## src/rtl/lagu_pkg.sv

```systemverilog
package lagu_pkg;
  parameter int unsigned XLEN   = 64;
  parameter int unsigned IDX_W  = 5;
  parameter int unsigned DISP_W = 16;
  localparam int unsigned DS_ZB = 2;
  localparam int unsigned DQ_ZB = 4;

  typedef enum logic [1:0] {
    FORM_D  = 2'd0,
    FORM_DS = 2'd1,
    FORM_DQ = 2'd2,
    FORM_X  = 2'd3
  } form_e;

  // clear the zb lowest displacement bits, then sign-extend to XLEN
  function automatic logic [XLEN-1:0] sext_scaled(input logic [DISP_W-1:0] d,
                                                  input int unsigned zb);
    logic [DISP_W-1:0] m;
    m = d;
    for (int i = 0; i < DISP_W; i++) begin
      if (i < int'(zb)) m[i] = 1'b0;
    end
    return {{(XLEN-DISP_W){m[DISP_W-1]}}, m};
  endfunction

  function automatic logic [XLEN-1:0] wrap_add(input logic [XLEN-1:0] a,
                                               input logic [XLEN-1:0] b);
    return a + b;
  endfunction
endpackage

```

## src/rtl/lagu_offset.sv

```systemverilog
module lagu_offset
  import lagu_pkg::*;
#(
  parameter int unsigned W  = XLEN,
  parameter int unsigned DW = DISP_W
) (
  input  form_e         form,
  input  logic [DW-1:0] disp,
  input  logic [W-1:0]  index_val,
  output logic [W-1:0]  offset
);
  always_comb begin
    unique case (form)
      FORM_D:  offset = sext_scaled(disp, 0);
      FORM_DS: offset = sext_scaled(disp, DS_ZB);
      FORM_DQ: offset = sext_scaled(disp, DQ_ZB);
      default: offset = index_val;
    endcase
  end
endmodule

```

## src/rtl/lagu_legal.sv

```systemverilog
module lagu_legal
  import lagu_pkg::*;
#(
  parameter int unsigned IW = IDX_W
) (
  input  form_e         form,
  input  logic          update,
  input  logic [IW-1:0] base_idx,
  input  logic [IW-1:0] tgt_idx,
  output logic          upd_eff,
  output logic          upd_bad,
  output logic          qw_bad
);
  logic base_zero;
  logic same_reg;

  assign base_zero = (base_idx == '0);
  assign same_reg  = (base_idx == tgt_idx);
  assign upd_eff   = update && (form != FORM_DQ);
  assign upd_bad   = upd_eff && (base_zero || same_reg);
  assign qw_bad    = (form == FORM_DQ) && (tgt_idx[0] || same_reg);
endmodule

```

## src/rtl/lagu_base.sv

```systemverilog
module lagu_base
  import lagu_pkg::*;
#(
  parameter int unsigned W  = XLEN,
  parameter int unsigned IW = IDX_W
) (
  input  logic          upd_eff,
  input  logic [IW-1:0] base_idx,
  input  logic [W-1:0]  base_val,
  output logic [W-1:0]  base
);
  assign base = (upd_eff || (base_idx != '0)) ? base_val : '0;
endmodule

```

## src/rtl/ldagen_stage.sv

```systemverilog
module ldagen_stage
  import lagu_pkg::*;
#(
  parameter int unsigned W  = XLEN,
  parameter int unsigned IW = IDX_W,
  parameter int unsigned DW = DISP_W
) (
  input  logic          clk,
  input  logic          rst_n,
  input  logic          in_valid,
  input  logic [1:0]    in_form,
  input  logic          in_update,
  input  logic [IW-1:0] in_base_idx,
  input  logic [IW-1:0] in_tgt_idx,
  input  logic [W-1:0]  in_base_val,
  input  logic [W-1:0]  in_index_val,
  input  logic [DW-1:0] in_disp,
  output logic          out_valid,
  output logic [W-1:0]  out_ea,
  output logic          out_wb_en,
  output logic [IW-1:0] out_wb_idx,
  output logic          out_err
);
  form_e         form;
  logic          upd_eff, upd_bad, qw_bad;
  logic          err_now, wb_now;
  logic [W-1:0]  base, offset, ea_now;

  assign form = form_e'(in_form);

  lagu_legal #(.IW(IW)) u_legal (
    .form(form), .update(in_update), .base_idx(in_base_idx),
    .tgt_idx(in_tgt_idx), .upd_eff(upd_eff), .upd_bad(upd_bad), .qw_bad(qw_bad)
  );

  lagu_base #(.W(W), .IW(IW)) u_base (
    .upd_eff(upd_eff), .base_idx(in_base_idx), .base_val(in_base_val), .base(base)
  );

  lagu_offset #(.W(W), .DW(DW)) u_off (
    .form(form), .disp(in_disp), .index_val(in_index_val), .offset(offset)
  );

  assign ea_now  = wrap_add(base, offset);
  assign err_now = upd_bad || qw_bad;
  assign wb_now  = upd_eff && !err_now;

  always_ff @(posedge clk) begin
    if (!rst_n) begin
      out_valid  <= 1'b0;
      out_wb_en  <= 1'b0;
      out_err    <= 1'b0;
      out_ea     <= '0;
      out_wb_idx <= '0;
    end else begin
      out_valid <= in_valid;
      out_wb_en <= in_valid && wb_now;
      out_err   <= in_valid && err_now;
      if (in_valid) begin
        out_ea     <= ea_now;
        out_wb_idx <= in_base_idx;
      end
    end
  end

  // one-cycle latency on the valid strobe
  assert_valid_latency_R1: assert property (@(posedge clk) disable iff (!rst_n)
    in_valid |=> out_valid);
  assert_idle_latency_R1: assert property (@(posedge clk) disable iff (!rst_n)
    !in_valid |=> !out_valid);
  // a flagged operation never writes back
  assert_err_blocks_wb_R8: assert property (@(posedge clk) disable iff (!rst_n)
    out_err |-> !out_wb_en);
  // flags only with a valid result
  assert_flags_need_valid_R10: assert property (@(posedge clk) disable iff (!rst_n)
    !out_valid |-> (!out_wb_en && !out_err));
  // write-back targets the accepted base index
  assert_wb_index_R7: assert property (@(posedge clk) disable iff (!rst_n)
    (in_valid && wb_now) |=> (out_wb_en && out_wb_idx == $past(in_base_idx)));
  // quadword target never requests write-back
  assert_qw_no_wb_R9: assert property (@(posedge clk) disable iff (!rst_n)
    (in_valid && form == FORM_DQ) |=> !out_wb_en);
endmodule

```

## config.mk

```make
export PLATFORM = sky130hd
export DESIGN_NAME = ldagen_stage
export DESIGN_NICKNAME = d
export VERILOG_FILES = /design/src/rtl/lagu_pkg.sv /design/src/rtl/lagu_offset.sv /design/src/rtl/lagu_legal.sv /design/src/rtl/lagu_base.sv /design/src/rtl/ldagen_stage.sv
export SDC_FILE = /design/constraint.sdc
export NUM_CORES = 1
export LEC_CHECK = 0
export BUFFER_PORTS_ARGS = -buffer_cell sky130_fd_sc_hd__buf_2
export CAP_MARGIN = 5
export CELL_PAD_IN_SITES_DETAIL_PLACEMENT = 0
export CELL_PAD_IN_SITES_GLOBAL_PLACEMENT = 1
export CORE_MARGIN = 2
export CORE_UTILIZATION = 38
export CTS_CLUSTER_SIZE = 14
export DETAILED_ROUTE_END_ITERATION = 8
export PLACE_DENSITY = 0.85
export SETUP_SLACK_MARGIN = 0.2
export SLEW_MARGIN = 20
export SYNTH_ARGS = -nofsm -noshare
export SYNTH_HDL_FRONTEND = slang
export SYNTH_SLANG_ARGS = --single-unit
```

## constraint.sdc

```tcl
create_clock -name clk -period 5.5 [get_ports clk]
set_input_delay 1.1 -clock clk [delete_from_list [all_inputs] [get_ports clk]]
set_output_delay 1.1 -clock clk [all_outputs]
set_load 0.005 [all_outputs]
```

[Yosys cells after proc, flatten, opt, wreduce, memory -nomap -nowiden]
Cells that the tools add are included.
Word-level totals
  input port bits: 160
  logic and storage cells: 26
  output and inout port bits: 72
  register bits: 72
Operators by class
  reductions and logical operators: 14
  add/sub/neg operators: 1
  eq/ne operators: 4
  muxes and demuxes: 2
Operators with widths (number)
  $pmux 64 s3: 1
  $add 64x64->64: 1
  $mux 64: 1
  $logic_and 1x1->1: 6
  $eq 5x5->1: 1
  $logic_not 5->1: 1
  $reduce_bool 5->1: 1
  $logic_or 1x1->1: 4
  $eq 2x1->1 const B: 1
  $eq 2x2->1 const B: 1
  $logic_not 2->1: 1
  $ne 2x2->1 const B: 1
  $logic_not 1->1: 1

[Logic depth before layout (Yosys ltp)]
Gate-level depths: netlist of the first run.
  depth after elaboration: 7
  mapped depth: 17
  gate-level depth less buffers: 15

[Cells and area by module]
Synthesis of the first run repeated with hierarchy kept, for this count alone.
Unflattened totals
  cells, all modules: 938
  area total of the unflattened synthesis: 7470.9 µm²
By module, submodules not included
  ldagen_stage: cells an instance 764, times used 1, seq. area each 1441.4 µm², area an instance 6152.2 µm²
  lagu_offset: cells an instance 80, times used 1, seq. area each 0.0 µm², area an instance 648.1 µm²
  lagu_base: cells an instance 78, times used 1, seq. area each 0.0 µm², area an instance 558.0 µm²
  lagu_legal: cells an instance 16, times used 1, seq. area each 0.0 µm², area an instance 112.6 µm²

[Least setup slack after synthesis of the first run]
Ideal clock, no wire load.
  path type: input to register
  start: input in_base_idx[0]
  end: register out_ea[47]
  setup slack: 0.838 ns
  arrival: 4.545 ns
  stages on the path: 17
  setup time: 0.117 ns
  required time: 5.383 ns
  buffers on the path: 3
  cell sequence: or4_1 -> nor2_1 -> and2_1 -> clkbuf_1 -> clkbuf_1 -> nor2b_1 -> ha_1 -> buf_6 -> a21oi_2 -> o21ai_1 -> a221oi_2 -> nor2_1 -> or3_1 -> o2111ai_2 -> a21oi_1 -> or3_1 -> a32o_1
On the way
  cells in the longest elaborated chain, start to end: 4
Ends and longest elaborated chain
  from (decl): RTL line ldagen_stage.sv:13  | input logic [IW-1:0] in_base_idx,
  $reduce_bool 5->1: RTL line lagu_base.sv:12  | assign base = (upd_eff || (base_idx != '0)) ? base_val : '0;
  $logic_or 1x1->1: RTL line lagu_base.sv:12
  $mux 64: RTL line lagu_base.sv:12
  $add 64x64->64: RTL line lagu_pkg.sv:28  | return a + b;
  to (signal assigned): RTL line ldagen_stage.sv:60  | out_ea <= ea_now;
  to (decl): RTL line ldagen_stage.sv:19  | output logic [W-1:0] out_ea,
No other way between the ends.
A chain may end at the register's enable or synchronous reset.

[Worst setup path after layout of the first run]
Ends and elaborated chain as after synthesis.

==> impl_metrics.csv, run 1 <==
group,metric,value,unit
setup_path,critPathMaxStageDelay,0.53,ns
placement,port_buffers,231,
logic_synthesis,postSynthAreaPerCell,7.708,sq um
timing,setup-tns-final,0,ns
setup_path,cp.buffers_inverters,2,
clocking,cts_buffers,9,
logic_synthesis,synth-edff-count,0,
floorplan,die_width,144.8,um
route,highest_layer,"met4",
setup_path,worst-path-max-fanout,23,
floorplan,row_count,51,
logic_synthesis,ff_latch_count_synth,72,
route,post-route-drc-count,0,
pwr,switching_share_of_power,37.20,%
layout,post_route_cells_drive_above_1_share,24.70,%
floorplan,initial_core_util,38.69,%
clocking,post_cts_repair_resize_count,0,
pwr,intPower,1408,uW
placement,placed_cells_incl_taps,1428,
global_routing,grt.total_usage,22.21,%
logic_synthesis,syn-num-nets,1201,
min_path,min-delay-path-class,"reg -> reg",
logic_synthesis,syn_inst,977,
clocking,clk_pin_slew,0.06,ns
setup_path,cp_slowest_cell,"sky130_fd_sc_hd__or4_1",
logic_synthesis,yosys.cell_types.count,70,
pwr,clock_power_share,28.0,%
clocking,insertion_delay,0.34,ns
setup_path,critical_path_class,"in -> reg",
pwr,leakagePower,0.004503,uW
global_routing,initial_antenna_violation_count,0,
timing,setup-violations-final,0,
timing,clock.fmax,213.5,MHz
logic_synthesis,netlist_top_cells_area,"sky130_fd_sc_hd__dfxtp_1 19%, sky130_fd_sc_hd__ha_1 10%, sky130_fd_sc_hd__nor2b_1 9.1%",
setup_path,critical_path_arrival,4.92,ns
timing,unrepaired_setup_endpoints_after_global_routing,"false",
global_routing,pin_count_of_the_biggest_net_entering_global_routing,50,
placement,routabilityCongestion,0.9004,
floorplan,placeableCoreArea,0.01946,sq mm
layout,instances_no_fill,1443,
floorplan,design.die.area,0.02096,sq mm
timing,max_slew_headroom,38.22,%
logic_synthesis,syn-cell-area,0.007531,sq mm
route,vias,7750,
setup_path,critical_path.endpoint_type,"flip-flop",
pwr,power.sequential.fraction,28.0,%
global_routing,grt_overflow_total,0,
logic_synthesis,synth_top_cell_area_share,19.14,%
timing,final_hold_slack,0.4490,ns
route,ant_nets,0,
route,routed_wire_length_per_instance,16.56,um
flow_run,maxCapViolations,0,
route,wl_met3,1380,um
pwr,power.ir.vdd_worst,0.1395,mV
clocking,cts_max_level,3,
pwr,comb_power_share,44.0,%
clocking,numClockSinks,72,
layout,num-fill-cells,2030,
pwr,power_density,243.9,mW/mm^2
status,outcome,"completed",
logic_synthesis,yosys.cell_count.top_type,"sky130_fd_sc_hd__nor2b_1",
clocking,postCtsSetupRepairBufs,0,
placement,detailedPlacementHpwl,19170,um
layout,area_growth_from_synthesis_to_final_layout,22.05,%
route,vias_per_cell,5.371,
logic_synthesis,ys_async_sr_fraction,0,%
setup_path,crit_path_cell_trace,"buf_2 -> or4_1 -> nor2_1 -> and2_2 -> buf_4 -> nor2b_1 -> ha_1 -> a21oi_1 -> o21ai_1 -> a221oi_2 -> nor2_1 -> or3_1 -> o2111ai_2 -> a21oi_1 -> or3_1 -> a32o_1",
route,finalWirelength,23900,um
logic_synthesis,yosys_warnings,0,
route,routedLengthMet1,11110,um
clocking,clock_tree_from_tritoncts,"yes",
logic_synthesis,synth_top_cell_by_area,"sky130_fd_sc_hd__dfxtp_1",
layout,antennaDiodeCount,0,
setup_path,start_kind,"input pin",
clocking,hold_buffers,0,
timing,min_period_over_period,85.14,%
logic_synthesis,post_synth_most_frequent_cells,"109 x sky130_fd_sc_hd__nor2b_1, 82 x sky130_fd_sc_hd__nand2_1, 75 x sky130_fd_sc_hd__a21oi_1",
timing,slew_violations,0,
timing,tightest_slew,0.9245,ns
clocking,clockRootBuffer,"sky130_fd_sc_hd__clkbuf_16",
route,dr.first_iter.drc_count,447,
setup_path,critPathTopFamily,"simple AND/OR/NAND/NOR gates",
floorplan,die_y,144.8,um
route,detailedRoute.firstPassIterationCount,6,
route,wl_met2,10930,um
floorplan,number_of_primary_i_o_pins,232,
pwr,p_sw,834.0,uW
global_routing,grt_pass1_wl,36580,um
setup_path,worst-endpoint-required,5.74,ns
global_routing,first_global_vias,7216,
layout,nNetsFinal,1398,
clocking,cts.path.max_buffers,2,
timing,hold_viol,0,
logic_synthesis,synthFlopType,"sky130_fd_sc_hd__dfxtp_1",
timing,final_period_minus_worst_setup_slack,4.683,ns
timing,clock-skew-final,0,ns
logic_synthesis,yosysSeqAreaShare,19.14,%
-- path summary, 6_finish.rpt --
| check | from | end | slack (ns) | depth (start not counted) |
|---|---|---|---|---|
| hold / removal | out_ea[56] | out_ea[56] | 0.45 | 2 |
| hold reg to reg | out_ea[56] | out_ea[56] | 0.45 | 2 |
| setup / recovery | in_base_idx[0] | out_ea[47] | 0.82 | 16 |
| setup reg to reg | out_ea[36] | out_ea[36] | 4.72 | 2 |
-- registers in the layout, summed over array words and instances (netlist names) --
signal and flops:
out_ea 64, out_wb_en 1, out_err 1, out_valid 1
out_wb_idx 5
-- worst register-to-register path, stage by stage (launching register included) --
cell	delay, ns
sky130_fd_sc_hd__dfxtp_1	0.30
sky130_fd_sc_hd__nor2b_1	0.13
sky130_fd_sc_hd__a22o_1	0.24
-- per-layer routing --
| layer | up-vias | global-route usage (%) |
|---|---|---|
| met5 | - | 0 |
| met4 | 0 | 6.745 |
| met3 | 33 | 3.883 |
| met2 | 237 | 37.31 |
| met1 | 3577 | 29.03 |
| li1 | 3903 | - |
-- area by class of cell --
type	count	area (sq um)	area share, %
repair buffers	243	1259	13.69
multi-input cells	825	5766	62.73
clock buffers	13	270.3	2.940
inverters	23	86.33	0.9393
well taps	265	331.6	3.607
flip-flops and latches	72	1441	15.68
clock inverters	2	37.54	0.4084
-- kinds of logic after synthesis --
family,after synthesis,share of synthesized area [%]
simple gates,339,23.36
compound gates,309,28.18
buf+inv,80,4.436
flops,72,19.14
fa+ha+maj,64,10.73
xor+xnor,63,7.327
mux,50,6.828
-- power groups by stage --
stage	logic [uW]	registers (uW)	clock network, uW
after floorplan	673	638	0
after global placement	975	637	0
after detailed placement	978	639	0
after CTS	984	628	636
after global routing	1090	634	663
final	986	628	628
-- cells in the final DEF, fill, tap and decap left out, drive strengths merged, types with 16 or more instances in the layout --
master and n:
buf 243, nor2b 109, nand2 84, a21oi 79, a21o 72, dfxtp 72
o21ai 67, ha 63, nor2 54, mux2i 39, xnor2 37, xor2 26
inv 23, nand4 20, nor3 17, nand3 16
-- metrics by stage --
step | total power (uW) | setup WS [ns] | area [sq um] | utilization, %
after floorplan | 1311 | 0.8375 | 7531 | -
after global placement | 1612 | 0.5367 | 8884 | 45.64
after detailed placement | 1617 | 0.4908 | 8884 | 45.64
after CTS | 2247 | 0.8319 | 9191 | 47.23
after global routing | 2389 | 0.5089 | 9191 | 47.23
final | 2242 | 0.8172 | 9191 | 47.23
Power figures use the tool's default switching activity.
==> run 2: changes to the inputs <==
Settings changed: CORE_ASPECT_RATIO from default to 1.75.
==> run 2 against run 1 <==
Via count rose by 1.3%. Global-route usage rose by 1.3 points. Utilization is 0.22 points lower. Critical path type unchanged. Largest power group unchanged. Setup slack got worse by 0.047 ns. Critical endpoint is now out_ea[54]. Cell area is essentially flat. Critical path depth stayed put. Clock-buffer cell count down 4.
==> impl_metrics.csv, run 2 (synthesized netlist as in run 1, its figures left out) <==
group,metric,value,unit
timing,clock.fmax,211.4,MHz
min_path,whs_endpoint,"out_ea[60]",
pwr,p_sw,883.3,uW
route,finalWirelength,25550,um
timing,max_slew_headroom,38.06,%
layout,largest_register,"out_ea",
floorplan,number_of_primary_i_o_pins,232,
global_routing,pin_count_of_the_biggest_net_entering_global_routing,50,
clocking,clockRootBuffer,"sky130_fd_sc_hd__clkbuf_16",
timing,final_period_minus_worst_setup_slack,4.730,ns
clocking,cts.path.max_buffers,2,
clocking,cts_buffers,9,
placement,routabilityCongestion,0.9449,
floorplan,design.die.area,0.02100,sq mm
layout,largest_register_ff_count,64,
layout,area_growth_from_synthesis_to_final_layout,22.13,%
layout,reg.largest.list,"out_ea x64, out_wb_idx x5",
clocking,hold_buffers,0,
layout,postLayoutCoreUtil,47.00,%
clocking,post_cts_repair_resize_count,0,
setup_path,crit_path_start,"in_base_idx[0]",
floorplan,placeableCoreArea,0.01957,sq mm
pwr,leakagePower,0.004504,uW
layout,post_route_cells_drive_above_1_share,24.92,%
global_routing,first_global_vias,7908,
pwr,switching_share_of_power,39.04,%
route,post-route-drc-count,0,
status,outcome,"completed",
layout,layout_commonest_cell,"sky130_fd_sc_hd__buf_2",
timing,unrepaired_setup_endpoints_after_global_routing,"false",
global_routing,grt_overflow_total,0,
pwr,power_density,246.0,mW/mm^2
setup_path,critical_path.endpoint_type,"flip-flop",
setup_path,worstReg2RegStart,"out_ea[36]",
timing,slew_violations,0,
pwr,comb_power_share,44.1,%
setup_path,regToRegEndpoint,"out_ea[36]",
timing,min_period_over_period,86.00,%
placement,port_buffers,231,
clocking,clock_tree_from_tritoncts,"yes",
setup_path,worst-endpoint-required,5.74,ns
clocking,numClockSinks,72,
pwr,clock_power_share,28.2,%
setup_path,worst-path-max-fanout,9,
placement,detailedPlacementHpwl,20600,um
pwr,power.ir.vdd_worst,0.1227,mV
clocking,postCtsSetupRepairBufs,0,
setup_path,rrSetupSlack,4.68,ns
floorplan,die_width,110.4,um
floorplan,die_y,190.2,um
route,vias,7853,
route,ant_nets,0,
route,detailedRoute.firstPassIterationCount,4,
floorplan,initial_core_util,38.48,%
setup_path,critical_path_arrival,4.97,ns
pwr,intPower,1379,uW
global_routing,grt_pass1_wl,40080,um
timing,final_hold_slack,0.4465,ns
timing,tightest_slew,0.9057,ns
layout,num-fill-cells,1988,
clocking,clk_pin_slew,0.07,ns
layout,multi_input_area,0.005766,sq mm
min_path,hold_depth,2,
pwr,power.sequential.fraction,27.7,%
global_routing,grt.total_usage,23.56,%
flow_run,maxCapViolations,0,
floorplan,row_count,68,
setup_path,critical_path_class,"in -> reg",
setup_path,timing.reg2reg.worst_path_depth,2,
timing,setup-violations-final,0,
clocking,cts_max_level,3,
global_routing,initial_antenna_violation_count,1,
route,dr.first_iter.drc_count,318,
layout,final_cell_mix,"231 x sky130_fd_sc_hd__buf_2, 108 x sky130_fd_sc_hd__nor2b_1, 82 x sky130_fd_sc_hd__nand2_1, 75 x sky130_fd_sc_hd__a21oi_1",
setup_path,start_kind,"input pin",
route,vias_per_cell,5.507,
layout,seq_area,0.001441,sq mm
layout,nNetsFinal,1399,
min_path,timing.hold.worst.start,"out_ea[60]",
clocking,insertion_delay,0.34,ns
timing,setup-tns-final,0,ns
timing,hold_viol,0,
min_path,min-delay-path-class,"reg -> reg",
timing,clock-skew-final,0,ns
route,routed_wire_length_per_instance,17.92,um
[run 2: changes by cell type in the layout (fill, tap and decap cells not counted)]
cell | before | now
sky130_fd_sc_hd__buf_12 | 1 | 3
sky130_fd_sc_hd__clkbuf_1 | 1 | 0
sky130_fd_sc_hd__clkinv_4 | 0 | 1
sky130_fd_sc_hd__buf_4 | 11 | 10
sky130_fd_sc_hd__clkinvlp_4 | 1 | 3
sky130_fd_sc_hd__inv_6 | 0 | 2
sky130_fd_sc_hd__diode_2 | 0 | 1
sky130_fd_sc_hd__clkbuf_8 | 3 | 0
[run 2: worst max-delay path, stage by stage]
cell and delay, ns:
sky130_fd_sc_hd__buf_2 0.12, sky130_fd_sc_hd__or4_1 0.53, sky130_fd_sc_hd__nor2_1 0.11, sky130_fd_sc_hd__and2_2 0.31, sky130_fd_sc_hd__nor2b_1 0.08, sky130_fd_sc_hd__ha_1 0.21, sky130_fd_sc_hd__fa_1 0.44, sky130_fd_sc_hd__a211oi_1 0.31
sky130_fd_sc_hd__o211ai_1 0.15, sky130_fd_sc_hd__a31oi_1 0.36, sky130_fd_sc_hd__o31a_1 0.30, sky130_fd_sc_hd__nor2b_1 0.09, sky130_fd_sc_hd__nor4_1 0.45, sky130_fd_sc_hd__nor2_1 0.14, sky130_fd_sc_hd__xnor2_1 0.15, sky130_fd_sc_hd__o21ai_0 0.08
[run 2: layout make-up]
class | instances | area share (%)
Antenna cell | 1 | 0.02721
Clock buffer | 9 | 2.449
Clock inverter | 7 | 0.8570
Inverter | 23 | 0.9386
Multi-Input combinational cell | 825 | 62.69
Sequential cell | 72 | 15.67
Tap cell | 245 | 3.333
Timing Repair Buffer | 244 | 14.04
[run 2: metal layers]
metal  global-route usage, %  wire [um]  up-vias
met5                       0          0        -
met4                   8.846        848        0
met3                   3.083        910       50
met2                   46.86      14030      215
met1                   24.76       9762     3685
li1                        -          -     3903
[run 2: worst max-delay path by stage]
stage,to,slack [ns],cells after the start
finish,out_ea[54],0.77,16
global route,out_ea[52],0.55,17
CTS,out_ea[55],0.81,15
detailed placement,out_ea[55],0.44,15
global placement,out_ea[58],0.53,16
floorplan,out_ea[47],0.84,17
[run 2: stage by stage]
stage	worst slack [ns]	power, uW	instance area [sq um]	cells
floorplan	0.8375	1311	7531	977
global placement	0.5297	1624	8891	1409
detailed placement	0.4428	1628	8891	1409
CTS	0.8079	2272	9195	1425
finish	0.7701	2262	9198	1426
global route	0.5510	2404	9198	1426
[run 2: power by group through the flow]
stage | Clock [uW] | Sequential, uW | Combinational, uW
6_report | 637 | 627 | 998
5_1_grt | 670 | 635 | 1100
4_1_cts | 648 | 627 | 997
3_5_place_dp | 0 | 637 | 990
3_3_place_gp | 0 | 638 | 986
2_1_floorplan | 0 | 638 | 673
